[src/rtl/tmr_pkg.sv]
package tmr_pkg;

    localparam int DATA_W  = 8;
    localparam int MAX_DIV = 64;
    localparam int PRE_W   = $clog2(MAX_DIV);

    typedef enum logic [1:0] {
        CKS_EXT   = 2'b00,
        CKS_DIV4  = 2'b01,
        CKS_DIV16 = 2'b10,
        CKS_DIV64 = 2'b11
    } cks_e;

    typedef struct packed {
        logic rsv;
        logic b_start;
        cks_e b_cks;
        logic a_cont;
        logic a_start;
        cks_e a_cks;
    } mode_t;

    function automatic logic [PRE_W-1:0] div_mask(input cks_e sel);
        logic [PRE_W-1:0] m;
        case (sel)
            CKS_DIV4:  m = PRE_W'(3);
            CKS_DIV16: m = PRE_W'(15);
            CKS_DIV64: m = PRE_W'(63);
            default:   m = '0;
        endcase
        return m;
    endfunction

endpackage

[src/rtl/tmr_event_sync.sv]
module tmr_event_sync #(
    parameter int STAGES = 2
) (
    input  logic clk,
    input  logic rst,
    input  logic pin_i,
    output logic fall_o
);
    logic [STAGES-1:0] sync_q;
    logic              prev_q;

    always_ff @(posedge clk) begin
        if (rst) begin
            sync_q <= '1;
            prev_q <= 1'b1;
        end else begin
            sync_q <= {sync_q[STAGES-2:0], pin_i};
            prev_q <= sync_q[STAGES-1];
        end
    end

    assign fall_o = prev_q & ~sync_q[STAGES-1];
endmodule

[src/rtl/tmr_prescaler.sv]
module tmr_prescaler
    import tmr_pkg::*;
(
    input  logic clk,
    input  logic rst,
    input  logic clr_i,
    input  logic run_i,
    input  cks_e cks_i,
    output logic tick_o
);
    logic [PRE_W-1:0] pre_q;
    logic [PRE_W-1:0] mask;

    assign mask = div_mask(cks_i);

    always_ff @(posedge clk) begin
        if (rst || clr_i) begin
            pre_q <= '0;
        end else if (run_i) begin
            pre_q <= pre_q + 1'b1;
        end
    end

    assign tick_o = run_i && (cks_i != CKS_EXT) && ((pre_q & mask) == mask);
endmodule

[src/rtl/tmr_channel.sv]
module tmr_channel #(
    parameter int  W       = 8,
    parameter bit  HAS_TOG = 1'b0
) (
    input  logic         clk,
    input  logic         rst,
    input  logic         clr_i,
    input  logic         adv_i,
    input  logic         cmp_we_i,
    input  logic [W-1:0] wdata_i,
    input  logic         flag_clr_i,
    output logic [W-1:0] count_o,
    output logic         flag_o,
    output logic         tog_o
);
    logic [W-1:0] cnt_q;
    logic [W-1:0] cmp_q;
    logic         flag_q;
    logic         hit;

    assign hit = adv_i && !clr_i && (cnt_q == cmp_q);

    always_ff @(posedge clk) begin
        if (cmp_we_i) begin
            cmp_q <= wdata_i;
        end
    end

    always_ff @(posedge clk) begin
        if (rst || clr_i) begin
            cnt_q <= '0;
        end else if (adv_i) begin
            cnt_q <= hit ? '0 : cnt_q + 1'b1;
        end
    end

    always_ff @(posedge clk) begin
        if (rst) begin
            flag_q <= 1'b0;
        end else begin
            flag_q <= hit | (flag_q & ~flag_clr_i);
        end
    end

    generate
        if (HAS_TOG) begin : g_tog
            logic tog_q;
            always_ff @(posedge clk) begin
                if (rst) begin
                    tog_q <= 1'b0;
                end else if (hit) begin
                    tog_q <= ~tog_q;
                end
            end
            assign tog_o = tog_q;
        end else begin : g_no_tog
            assign tog_o = 1'b0;
        end
    endgenerate

    assign count_o = cnt_q;
    assign flag_o  = flag_q;
endmodule

[src/rtl/dual_match_timer.sv]
module dual_match_timer
    import tmr_pkg::*;
#(
    parameter int SYNC_STAGES = 2
) (
    input  logic              clk,
    input  logic              rst,
    input  logic              mode_we,
    input  logic              cmp_a_we,
    input  logic              cmp_b_we,
    input  logic [DATA_W-1:0] wdata,
    input  logic [1:0]        flag_clr,
    input  logic              event_pin,
    output logic [DATA_W-1:0] mode_q,
    output logic [DATA_W-1:0] count_a,
    output logic [DATA_W-1:0] count_b,
    output logic [1:0]        irq_flag,
    output logic              tog_out
);
    localparam int NCH = 2;

    mode_t mode_r;
    mode_t wmode;
    logic  ev_fall;

    cks_e              cks   [NCH];
    logic [NCH-1:0]    run;
    logic [NCH-1:0]    pre_clr;
    logic [NCH-1:0]    cnt_clr;
    logic [NCH-1:0]    pre_tick;
    logic [NCH-1:0]    adv;
    logic [NCH-1:0]    cmp_we;
    logic [NCH-1:0]    tog;
    logic [DATA_W-1:0] cnt [NCH];

    assign wmode = mode_t'(wdata);

    always_ff @(posedge clk) begin
        if (rst) begin
            mode_r <= '0;
        end else if (mode_we) begin
            mode_r     <= wmode;
            mode_r.rsv <= 1'b0;
        end
    end

    assign cks[0]     = mode_r.a_cks;
    assign cks[1]     = mode_r.b_cks;
    assign run[0]     = mode_r.a_start;
    assign run[1]     = mode_r.b_start;
    assign pre_clr[0] = mode_we & wmode.a_start;
    assign pre_clr[1] = mode_we & wmode.b_start;
    assign cnt_clr[0] = mode_we & wmode.a_start & ~wmode.a_cont;
    assign cnt_clr[1] = mode_we & wmode.b_start;
    assign cmp_we     = {cmp_b_we, cmp_a_we};

    tmr_event_sync #(.STAGES(SYNC_STAGES)) u_sync (
        .clk    (clk),
        .rst    (rst),
        .pin_i  (event_pin),
        .fall_o (ev_fall)
    );

    generate
        for (genvar i = 0; i < NCH; i++) begin : g_ch
            tmr_prescaler u_pre (
                .clk    (clk),
                .rst    (rst),
                .clr_i  (pre_clr[i]),
                .run_i  (run[i]),
                .cks_i  (cks[i]),
                .tick_o (pre_tick[i])
            );

            if (i == 0) begin : g_ext
                assign adv[i] = pre_tick[i] |
                                (run[i] && (cks[i] == CKS_EXT) && ev_fall);
            end else begin : g_int
                assign adv[i] = pre_tick[i];
            end

            tmr_channel #(.W(DATA_W), .HAS_TOG(i == 1)) u_ch (
                .clk        (clk),
                .rst        (rst),
                .clr_i      (cnt_clr[i]),
                .adv_i      (adv[i]),
                .cmp_we_i   (cmp_we[i]),
                .wdata_i    (wdata),
                .flag_clr_i (flag_clr[i]),
                .count_o    (cnt[i]),
                .flag_o     (irq_flag[i]),
                .tog_o      (tog[i])
            );
        end
    endgenerate

    assign mode_q  = mode_r;
    assign count_a = cnt[0];
    assign count_b = cnt[1];
    assign tog_out = tog[1];
endmodule

[config.mk]
export PLATFORM = sky130hd
export DESIGN_NAME = dual_match_timer
export DESIGN_NICKNAME = d
export VERILOG_FILES = /design/src/rtl/tmr_pkg.sv /design/src/rtl/tmr_event_sync.sv /design/src/rtl/tmr_prescaler.sv /design/src/rtl/tmr_channel.sv /design/src/rtl/dual_match_timer.sv
export SDC_FILE = /design/constraint.sdc
export NUM_CORES = 1
export LEC_CHECK = 0
export ABC_CLOCK_PERIOD_IN_PS = 1600
export BUFFER_PORTS_ARGS = -buffer_cell sky130_fd_sc_hd__buf_2
export CAP_MARGIN = 0
export CORE_MARGIN = 5
export CORE_UTILIZATION = 50
export DETAILED_ROUTE_END_ITERATION = 10
export PLACE_DENSITY = 0.72
export SETUP_SLACK_MARGIN = 0.02
export SLEW_MARGIN = 20
export SYNTH_ARGS = -nofsm -noshare
export SYNTH_HDL_FRONTEND = slang
export SYNTH_SLANG_ARGS = --single-unit
[constraint.sdc]
create_clock -name clk -period 1.6 [get_ports clk]
set_clock_uncertainty 0.2 [all_clocks]
set_input_delay 0.08 -clock clk [delete_from_list [all_inputs] [get_ports clk]]
set_output_delay 0.08 -clock clk [all_outputs]
set_load 0.005 [all_outputs]
# After elaboration in Yosys (flattened, before gate mapping)

Index checks and enable logic that the tools add are counted.

Register bits: 57
Bits of input ports: 16
Output and inout port bits: 27
Logic and storage cells: 68

Add/subtract/negate cells: 4
Eq/ne operators: 10
Muxes and demuxes: 4
Bitwise gates (word level): 16
Reductions and logical operators: 18

Operators by type and width:

| kind                                                             | count |
|---|---|
| 6-bit one-hot mux with 3 select lines                            | 2 |
| 8-bit by 1-bit adder with 8-bit output (second input constant)   | 2 |
| 8-bit == test                                                    | 2 |
| 8-bit 2-to-1 mux                                                 | 2 |
| 6-bit by 1-bit adder with 6-bit output (second input constant)   | 2 |
| 6-bit AND                                                        | 2 |
| 6-bit == test                                                    | 2 |
| 1-bit logical AND                                                | 10 |
| 2-bit == test (second input constant)                            | 4 |
| 1-bit AND                                                        | 6 |
| 1-bit inverter                                                   | 5 |
| 2-bit by 1-bit == test with 1-bit output (second input constant) | 2 |
| 2-bit nonzero test                                               | 2 |
| 1-bit logical OR                                                 | 3 |
| 1-bit OR                                                         | 3 |
| 1-bit zero test                                                  | 2 |
| 2-bit zero test                                                  | 1 |

# Logic depth before layout (Yosys ltp)

Gate-level depths: netlist of the first run.

Depth after elaboration: 9
Mapped depth: 7
Depth with buffers taken out: 6

# Hierarchy

A second synthesis of the first run with hierarchy kept.

Cell total of the unflattened synthesis: 229
Area, all modules: 2482.4 sq um

Modules (own cells, without submodules):

| module                     | instances | cells an instance | area an instance (sq um) | sequential area each (sq um) |
|---|---|---|---|---|
| tmr_channel (g_ch[1].u_ch) | 1         | 64                | 748.2                    | 440.4 |
| tmr_channel (g_ch[0].u_ch) | 1         | 62                | 745.7                    | 420.4 |
| tmr_prescaler              | 2         | 33                | 300.3                    | 120.1 |
| dual_match_timer           | 1         | 30                | 302.8                    | 140.1 |
| tmr_event_sync             | 1         | 7                 | 85.1                     | 60.1 |

# Worst setup path before layout of the first run

OpenSTA, ideal clock, no wires.

Path kind: register to register
Start: register g_ch[0].u_ch.cnt_q[6]
End: register g_ch[0].u_ch.cnt_q[3]
Library setup time: 117 ps
Arrival: 1421 ps
Data required time: 1283 ps
Setup slack: -138 ps
Stages on the path, launching flop included: 6
Path buffers: 0
Period minus slack after synthesis: 1738 ps
Cell sequence: dfxtp_1 -> xor2_1 -> nor4_4 -> and2_1 -> o21ai_1 -> a32o_1

Longest elaborated chain between the ends: 3

Ends and longest elaborated chain:

| element                | line              | source |
|---|---|---|
| start, declared        | tmr_channel.sv:16 | `logic [W-1:0] cnt_q;` |
| start signal, assigned | tmr_channel.sv:33 | `cnt_q <= hit ? '0 : cnt_q + 1'b1;` |
| 8-bit == test          | tmr_channel.sv:21 | `assign hit = adv_i && !clr_i && (cnt_q == cmp_q);` |
| 1-bit logical AND      | tmr_channel.sv:21 |  |
| 8-bit 2-to-1 mux       | tmr_channel.sv:33 |  |

No other way between the ends.
A chain may end at the register's enable or synchronous reset.

# Final worst setup path of the first run

Start: register g_ch[1].u_ch.cmp_q[0]
End: register g_ch[1].u_ch.g_tog.tog_q

Longest elaborated chain between the ends: 2

Ends and longest elaborated chain:

| element                | line              | source |
|---|---|---|
| start, declared        | tmr_channel.sv:17 | `logic [W-1:0] cmp_q;` |
| start signal, assigned | tmr_channel.sv:25 | `cmp_q <= wdata_i;` |
| 8-bit == test          | tmr_channel.sv:21 |  |
| 1-bit logical AND      | tmr_channel.sv:21 |  |
| end signal, assigned   | tmr_channel.sv:52 | `tog_q <= ~tog_q;` |
| end, declared          | tmr_channel.sv:47 | `logic tog_q;` |

No other way between the ends.

==> results of run 1 <==
==> per-layer routing <==
layer	global-route usage, %	vias to the layer above	share of wire (%)
met1	23.88	1062	45
met3	4.554	10	4.6
li1	-	1096	-
met4	8.915	0	1.6
met2	30.61	46	49
met5	0	-	0
==> state kept, by name (all words and copies together) (netlist names) <==
register	count
g_ch.u_pre.pre_q	12
u_sync.prev_q	1
g_ch.u_ch.cmp_q	16
g_ch.u_ch.count_o	16
g_ch.u_ch.flag_o	2
mode_q	7
u_sync.sync_q	2
g_ch.u_ch.tog_o	1
==> worst reg2reg max path, delay by kind of cell, from the launching register on <==
kind | cells | cell delay (ns)
AOI/OAI and AO/OA | 1 | 0.14
DFF | 1 | 0.37
xor gates and xnor gates | 1 | 0.18
and+or+nand+nor | 3 | 0.83
==> through the flow <==
| stage | power [mW] | instances |
|---|---|---|
| floorplan | 1.735 | 249 |
| CTS | 2.996 | 429 |
| global route | 3.091 | 429 |
| global placement | 1.814 | 394 |
| finish | 2.975 | 429 |
| detailed placement | 1.818 | 394 |
==> final timing paths <==
path	startpoint	to	depth (start not counted)
setup / recovery	g_ch[1].u_ch.cmp_q[0]	g_ch[1].u_ch.tog_o	5
hold / removal	mode_we	g_ch[1].u_ch.tog_o	5
setup reg to reg	g_ch[1].u_ch.cmp_q[0]	g_ch[1].u_ch.tog_o	5
hold reg to reg	u_sync.sync_q[0]	u_sync.sync_q[1]	1
==> what timing repair did <==
| action | CTS | global route |
|---|---|---|
| endpoints found under the setup margin | 19 | 19 |
| hold buffers | 19 | 0 |
| pin swaps | 15 | 2 |
| endpoints found under the hold margin | 43 | 0 |
| resized for setup | 15 | 5 |
==> synthesized netlist by cell type (all sizes together) <==
cell    count
dfxtp      41
xnor2       3
nor4        4
o211ai      2
nand4       5
and3        4
a21boi      2
conb        1
clkbuf      2
o311ai      5
or2         6
a22oi       2
a21oi      12
nor3b       3
buf        11
o21ai       8
o22ai       2
and2        2
nor2       24
a32o        3
a21bo       1
ha          4
nand3b      3
and4        2
a31oi       1
or3         1
nor3        2
edfxtp     16
mux2i       8
nor2b       2
a32oi       1
nand3      20
inv         2
nand2b      6
nand2      15
xor2       23
==> area by class of cell <==
class                           instances  area share (%)
Clock buffer                           16           4.349
Inverter                                2          0.2039
Multi-Input combinational cell        177           37.00
Sequential cell                        57           35.75
Tap cell                               70           2.379
Timing Repair Buffer                  107           20.32
==> cell families after synthesis <==
logic type                 share of synthesized area [%]
and+or+nand+nor                                    21.55
DFF                                                48.71
AOI/OAI and AO/OA                                  12.18
xor gates and xnor gates                           8.525
buffers and inverters                              4.028
muxes                                              2.998
adders and majority gates                          1.874
other                                             0.1404
==> where the power goes <==
part | internal, mW | total, mW | switching (mW)
Clock | 0.609 | 1.14 | 0.530
Sequential | 1.54 | 1.57 | 0.0371
Combinational | 0.130 | 0.261 | 0.131
==> qor.txt, run 1 <==
die area - 6905 um2
dpl cell area - 3252 um2
Vias/cell - 5.161
Longest Clk Path Bufs - 2
Buf/Inv on CP - 0
Core Util, Final - 71.64%
CP endpoint kind - register
Antenna Nets Post-Route - 0
Gate Count Post-Synth - 249
row count - 26
dpl ws - -0.2134 ns
FILL cells - 408
Design Area, Final - 3682 um2
Vias - 2214
Remaining DRCs - 0
Num CTS Buffers - 9
max-slew violations - 0
Data arrival, critical path - 1.85 ns
Max Cap Viol - 0
achievable frequency - 560.5 MHz
hold_ws - 0.03897 ns
critical path class - reg2reg
Unique masters post-synth - 45
setup TNS - -2.499 ns
syn avg cell area - 10.73 um2
Final #Nets - 374
first-pass GRT wire length - 10.45 mm
Yosys Warn Count - 0
Hold Crit Class - in2reg
status - complete, but fails checks
initial antenna violation count - 0
Reg clk slew, reported paths - 0.06 ns
Worst IR Drop VDD - 0.0005705 V
Max FO, Critical Path - 2
critical path's largest stage delay - 0.40 ns
die width - 83.10 um
leakage power - 1.537 nW
fraction of layout cells with a size suffix above 1 - 40.67%
Area contributors post-synth - dfxtp_1, edfxtp_1, xor2_1
failing checks - setup timing
pin count of the biggest net entering global routing - 11
DRT Wirelength - 6.169 mm
Max-Slew Margin vs Limit - 66.40%
Post-DP HPWL - 4.396 mm
Worst EP required - 1.67 ns
IO Pins - 43
Final Cycle Share - 111.5%
vias in the first global route - 2209
Die H - 83.10 um
Critical-path top delay cell - nor4_4
Layout area overhead - 37.85%
actual slew at the worst max-slew pin - 0.5040 ns
commonest cells after routing, fill and taps aside - buf_4, buf_2, dfxtp_1, nor2_1, dlygate4sd3_1
Overflow after GRT - 0
DR pass1 iterations - 4
final setup margin - -0.1841 ns
Clock H-tree levels - 3
total track usage - 18.97%
crit start category - register
Diodes inserted - 0
core area - 5140 um2
biggest area consumer among synthesized cells - dfxtp_1
reg2reg setup slack - -0.18 ns
CP top delay family - simple AND/OR/NAND/NOR gates
register area - 1316 um2
synthesized cell area - 2671 um2
pwr dens - 807.9 nW/um2
Root Driver - clkbuf_8
clk_lat worst skew - 0.33 ns
Fin. Hold Viols - 0
Final setup violation count - 19
Net Count, Synth - 269
min Tclk post-route - 1.784 ns
port bufs - 41
area of the multi-input gates - 1363 um2
commonest non-fill, non-tap cell in the layout - buf_4
CTS tree - done
clock sink total - 57
Post-CTS Setup Bufs - 0
RePlAce Congestion - 0.8842
Seq/Total Area, Yosys - 48.71%
cells along the critical path - xor2_1 -> nor4_4 -> nand3_2 -> or3_1 -> a21oi_1
area share of the largest cell type after synthesis - 30.73%
Initial Util - 51.97%
RSZ-0062 raised after global routing - yes
wire length per cell - 14.38 um
synthesized flop and latch total - 57
Initial DRC Count - 113
No activity file was read; power rests on OpenSTA's default activity.
==> inputs of run 2 (changes only) <==
--- a/config.mk
+++ b/config.mk
@@ -9,9 +9,9 @@
 export BUFFER_PORTS_ARGS = -buffer_cell sky130_fd_sc_hd__buf_2
 export CAP_MARGIN = 0
 export CORE_MARGIN = 5
-export CORE_UTILIZATION = 50
+export CORE_UTILIZATION = 45
 export DETAILED_ROUTE_END_ITERATION = 10
-export PLACE_DENSITY = 0.72
+export PLACE_DENSITY = 0.65
 export SETUP_SLACK_MARGIN = 0.02
 export SLEW_MARGIN = 20
 export SYNTH_ARGS = -nofsm -noshare
==> run 2 against run 1 <==
- the flow still finishes with violations (setup timing)
- sequential share of layout area fell by 0.23 points
- flip-flop and latch count did not move
- worst hold slack got worse by 0.021 ns
- sequential power barely moved
- total power rose by 7.3%
- critical path depth did not move
- design area rose by 0.75%
- fmax rose by 0.77%
- via count fell by 4.7%
==> qor.txt, run 2 (synthesis results as in run 1) <==
total track usage - 16.52%
die area - 7577 um2
RSZ-0062 raised after global routing - yes
Reg clk slew, reported paths - 0.06 ns
row count - 28
Final Cycle Share - 110.7%
DR pass1 iterations - 4
Switch Pwr - 0.7235 mW
IO Pins - 43
CP endpoint kind - register
cells along the critical path - xor2_1 -> nor4_4 -> nand3_2 -> or3_1 -> a21oi_2
Remaining DRCs - 0
Critical-path top delay cell - nor4_4
commonest cells after routing, fill and taps aside - buf_4, buf_2, dfxtp_1, nor2_1, nand3_1
Root Driver - clkbuf_8
Worst IR Drop VDD - 0.0005913 V
Post-DP HPWL - 4.344 mm
wire length per cell - 13.36 um
Vias/cell - 4.896
DRT Wirelength - 5.760 mm
RePlAce Congestion - 0.7865
max-slew violations - 0
reg2reg start - g_ch[1].u_ch.cmp_q[0]
hold path cells - 5
achievable frequency - 564.8 MHz
Overflow after GRT - 0
actual slew at the worst max-slew pin - 0.5030 ns
Switching Share - 22.66%
Final setup violation count - 18
Final #Nets - 371
vias in the first global route - 2094
die width - 87.05 um
Antenna Nets Post-Route - 0
Data arrival, critical path - 1.84 ns
R2R depth - 5
first-pass GRT wire length - 9.694 mm
Die H - 87.05 um
Initial Util - 45.66%
Max FO, Critical Path - 2
critical path's largest stage delay - 0.40 ns
core area - 5851 um2
min Tclk post-route - 1.771 ns
pin count of the biggest net entering global routing - 11
Vias - 2110
commonest non-fill, non-tap cell in the layout - buf_4
Layout area overhead - 38.88%
Num CTS Buffers - 9
reg2reg end - g_ch[1].u_ch.tog_o
CTS tree - done
clock sink total - 57
leakage power - 1.550 nW
Post-CTS Setup Bufs - 0
initial antenna violation count - 0
Clock power frac - 42.8%
Buf/Inv on CP - 0
Pint - 2.470 mW
Max Cap Viol - 0
fraction of layout cells with a size suffix above 1 - 41.85%
port bufs - 41
Hold Crit Start - wdata[6]
setup TNS - -2.088 ns
status - complete, but fails checks
Longest Clk Path Bufs - 2
Clock H-tree levels - 3
pwr dens - 860.7 nW/um2
FILL cells - 483
hold_ws - 0.01749 ns
crit start category - register
reg2reg setup slack - -0.17 ns
Worst EP required - 1.67 ns
Reg power frac - 49.2%
final setup margin - -0.1705 ns
Diodes inserted - 0
Fin. Hold Viols - 0
combinational group share of total power - 8.0%
CP top delay family - simple AND/OR/NAND/NOR gates
Hold Crit Class - in2reg
worst-case hold path end point - g_ch[1].u_ch.tog_o
clk_lat worst skew - 0.33 ns
critical path class - reg2reg
failing checks - setup timing
Initial DRC Count - 51
Max-Slew Margin vs Limit - 66.47%
run 2: cell count changes in the layout (fill, tap and decap cells not counted), sizes merged:
cell	before	now
clkbuf	16	11
clkinv	0	3
buf	88	86
bufinv	0	1
clkinvlp	0	1
dlygate4sd3	19	18
run 2: final cells by class:
cell class                      count  area, um2  area share, %
Multi-Input combinational cell    177       1363          36.73
Sequential cell                    57       1318          35.51
Timing Repair Buffer              104      723.2          19.49
Clock buffer                       11      152.6          4.115
Tap cell                           75      93.84          2.530
Clock inverter                      5      52.55          1.417
Inverter                            2      7.507         0.2024
run 2: how the worst max path moves through the flow:
stage / from / end / slack [ns] / cells after the start
after floorplan: g_ch[0].u_ch.count_o[6] / g_ch[0].u_ch.count_o[3] / -0.12 / 5
after global placement: g_ch[1].u_ch.cmp_q[7] / g_ch[1].u_ch.tog_o / -0.15 / 5
after detailed placement: g_ch[1].u_ch.cmp_q[7] / g_ch[1].u_ch.tog_o / -0.19 / 5
after CTS: g_ch[1].u_ch.cmp_q[3] / g_ch[1].u_ch.tog_o / -0.20 / 5
after global routing: g_ch[1].u_ch.cmp_q[6] / g_ch[1].u_ch.tog_o / -0.26 / 5
final: g_ch[1].u_ch.cmp_q[0] / g_ch[1].u_ch.tog_o / -0.17 / 5
run 2: per-stage QoR:
stage          worst slack [ns]  cell area (um2)  total power, mW  utilization, %  instances
2_1_floorplan           -0.1244             2713            1.735               -        249
3_3_place_gp            -0.1549             3243            1.813           55.43        397
4_1_cts                 -0.2020             3694            3.226           63.13        431
6_report                -0.1705             3710            3.193           63.41        431
5_1_grt                 -0.2581             3710            3.337           63.41        431
3_5_place_dp            -0.1853             3243            1.816           55.43        397
run 2: repair_timing:
action                                  CTS  global route
endpoints found under the setup margin   19            19
gates resized for setup                  14             7
pin swaps                                19             8
cloned                                    0             0
hold endpoints to repair                 43             0
hold buffers                             18             0
run 2: worst min-delay path: stages:
cell and delay [ns]:
buf_2 0.13, a21oi_4 0.08, nand3_2 0.06, or3_1 0.11
a21oi_2 0.04
run 2: power by group through the flow:
stage | Combinational, mW | Clock (mW) | Sequential, mW
floorplan | 0.141 | 0 | 1.59
global placement | 0.216 | 0 | 1.60
detailed placement | 0.218 | 0 | 1.60
CTS | 0.258 | 1.40 | 1.57
global route | 0.278 | 1.48 | 1.58
finish | 0.256 | 1.37 | 1.57
run 2: per-layer routing:
| metal | vias up | wire (um) | track usage (%) | share of wire, % |
|---|---|---|---|---|
| met1 | 983 | 2792 | 22.56 | 48 |
| met3 | 8 | 229 | 2.838 | 4.0 |
| li1 | 1081 | - | - | - |
| met5 | - | 0 | 0 | 0 |
| met4 | 0 | 92 | 7.649 | 1.6 |
| met2 | 38 | 2646 | 25.47 | 46 |
==> inputs of run 3 (changes only) <==
--- a/config.mk
+++ b/config.mk
@@ -6,12 +6,12 @@
 export NUM_CORES = 1
 export LEC_CHECK = 0
 export ABC_CLOCK_PERIOD_IN_PS = 1600
-export BUFFER_PORTS_ARGS = -buffer_cell sky130_fd_sc_hd__buf_2
 export CAP_MARGIN = 0
 export CORE_MARGIN = 5
 export CORE_UTILIZATION = 45
 export DETAILED_ROUTE_END_ITERATION = 10
-export PLACE_DENSITY = 0.65
+export DONT_BUFFER_PORTS = 1
+export PLACE_DENSITY = 0.59
 export SETUP_SLACK_MARGIN = 0.02
 export SLEW_MARGIN = 20
 export SYNTH_ARGS = -nofsm -noshare
==> run 3 against run 2 <==
- the flow finishes with violations (hold timing, setup timing)
- utilization fell by 2.6 points
- global-route usage increased by 0.87 points
- via count decreased by 2.1%
- count of clock-buffer cells in the layout is the same
- fmax increased by 0.44%
- total power decreased by 8.6%
- critical path depth unchanged
- wire length is 5.8% higher
- worst setup slack gained 0.0077 ns
- critical path type unchanged
- highest routed layer unchanged
==> qor.txt, run 3 (synthesis results as in run 1) <==
status - complete, but fails checks
failing checks - hold timing, setup timing
Data arrival, critical path - 1.77 ns
Initial DRC Count - 94
critical path class - reg2reg
commonest non-fill, non-tap cell in the layout - buf_4
die area - 7577 um2
actual slew at the worst max-slew pin - 0.5052 ns
hold_ws - -0.004185 ns
Core Util, Final - 60.84%
total track usage - 17.39%
Vias/cell - 5.139
Critical-path top delay cell - nor4_4
Final setup violation count - 19
Final Cycle Share - 110.2%
Hold Crit Class - in2reg
CP top delay family - simple AND/OR/NAND/NOR gates
Cells after DPL - 359
Worst IR Drop VDD - 0.0005498 V
pwr dens - 820.0 nW/um2
RePlAce Congestion - 0.8273
DR pass1 iterations - 4
core area - 5851 um2
first-pass GRT wire length - 10.10 mm
clock sink total - 57
cells along the critical path - xor2_1 -> nor4_4 -> a31oi_4 -> nand2_4 -> o311ai_2
port bufs - 0
Vias - 2066
setup TNS - -2.245 ns
fraction of layout cells with a size suffix above 1 - 32.11%
max-slew violations - 0
CTS tree - done
leakage power - 1.402 nW
pin count of the biggest net entering global routing - 19
Initial Util - 45.66%
Num CTS Buffers - 9
Diodes inserted - 0
row count - 28
Fin. Hold Viols - 1
Final Power - 2.919 mW
Reg clk slew, reported paths - 0.06 ns
Root Driver - clkbuf_8
Design Area, Final - 3560 um2
wire length per cell - 15.15 um
achievable frequency - 567.3 MHz
non-filler cells, final - 402
DRT Wirelength - 6.092 mm
CP endpoint kind - register
Overflow after GRT - 0
Buf/Inv on CP - 0
crit start category - register
Longest Clk Path Bufs - 2
Max-Slew Margin vs Limit - 66.32%
IO Pins - 43
Die H - 87.05 um
vias in the first global route - 2105
RSZ-0062 raised after global routing - yes
min Tclk post-route - 1.763 ns
dpl ws - -0.1975 ns
clk_lat worst skew - 0.33 ns
die width - 87.05 um
critical path's largest stage delay - 0.39 ns
Antenna Nets Post-Route - 0
Remaining DRCs - 0
Layout area overhead - 33.26%
commonest cells after routing, fill and taps aside - buf_4, dfxtp_1, dlygate4sd3_1, nor2_1, nand3_1
Max FO, Critical Path - 7
Clock H-tree levels - 3
initial antenna violation count - 0
Worst EP required - 1.60 ns
Post-DP HPWL - 4.231 mm
Final #Nets - 342
Max Cap Viol - 0
dpl cell area - 3060 um2
final setup margin - -0.1628 ns
run 3: tightest hold or removal path, cell delays in order:
cell and delay, ns:
nand2b_1 0.15, a31oi_4 0.09, nand3b_1 0.09, o211ai_1 0.07
run 3: metal layers:
layer / global-route usage (%) / wire [um]
met1: 22.95 / 2715
met5: 0 / 0
met3: 4.352 / 414
met2: 26.43 / 2817
met4: 8.640 / 144
run 3: path summary, 6_finish.rpt:
check | start | end | slack (ns) | depth (start not counted)
max reg2reg | g_ch[1].u_ch.cmp_q[7] | g_ch[1].u_ch.count_o[4] | -0.16 | 5
max | g_ch[1].u_ch.cmp_q[7] | g_ch[1].u_ch.count_o[4] | -0.16 | 5
min reg2reg | g_ch[0].u_ch.flag_o | g_ch[0].u_ch.flag_o | 0.31 | 2
min | rst | g_ch[1].u_ch.count_o[2] | -0.004 | 4
run 3: what timing repair did:
item                                    CTS  global route
hold endpoints to repair                 73            23
pin swaps                                11             9
hold buffers                             23             3
buffers inserted                          1             0
endpoints found under the setup margin   19            20
gates resized for setup                   9            10
run 3: cell type report:
cell class / count / area, um2
clock buffers: 11 / 141.4
clock inverters: 5 / 21.27
fillers: 492 / 2291
inverters: 2 / 7.507
multi-input cells: 177 / 1350
flip-flops and latches: 57 / 1311
well taps: 75 / 93.84
repair buffers: 75 / 634.4
run 3: power breakdown:
group          switching (mW)  internal, mW
combinational           0.113         0.120
clock                   0.531         0.582
sequential             0.0342          1.54
total                   0.678          2.24
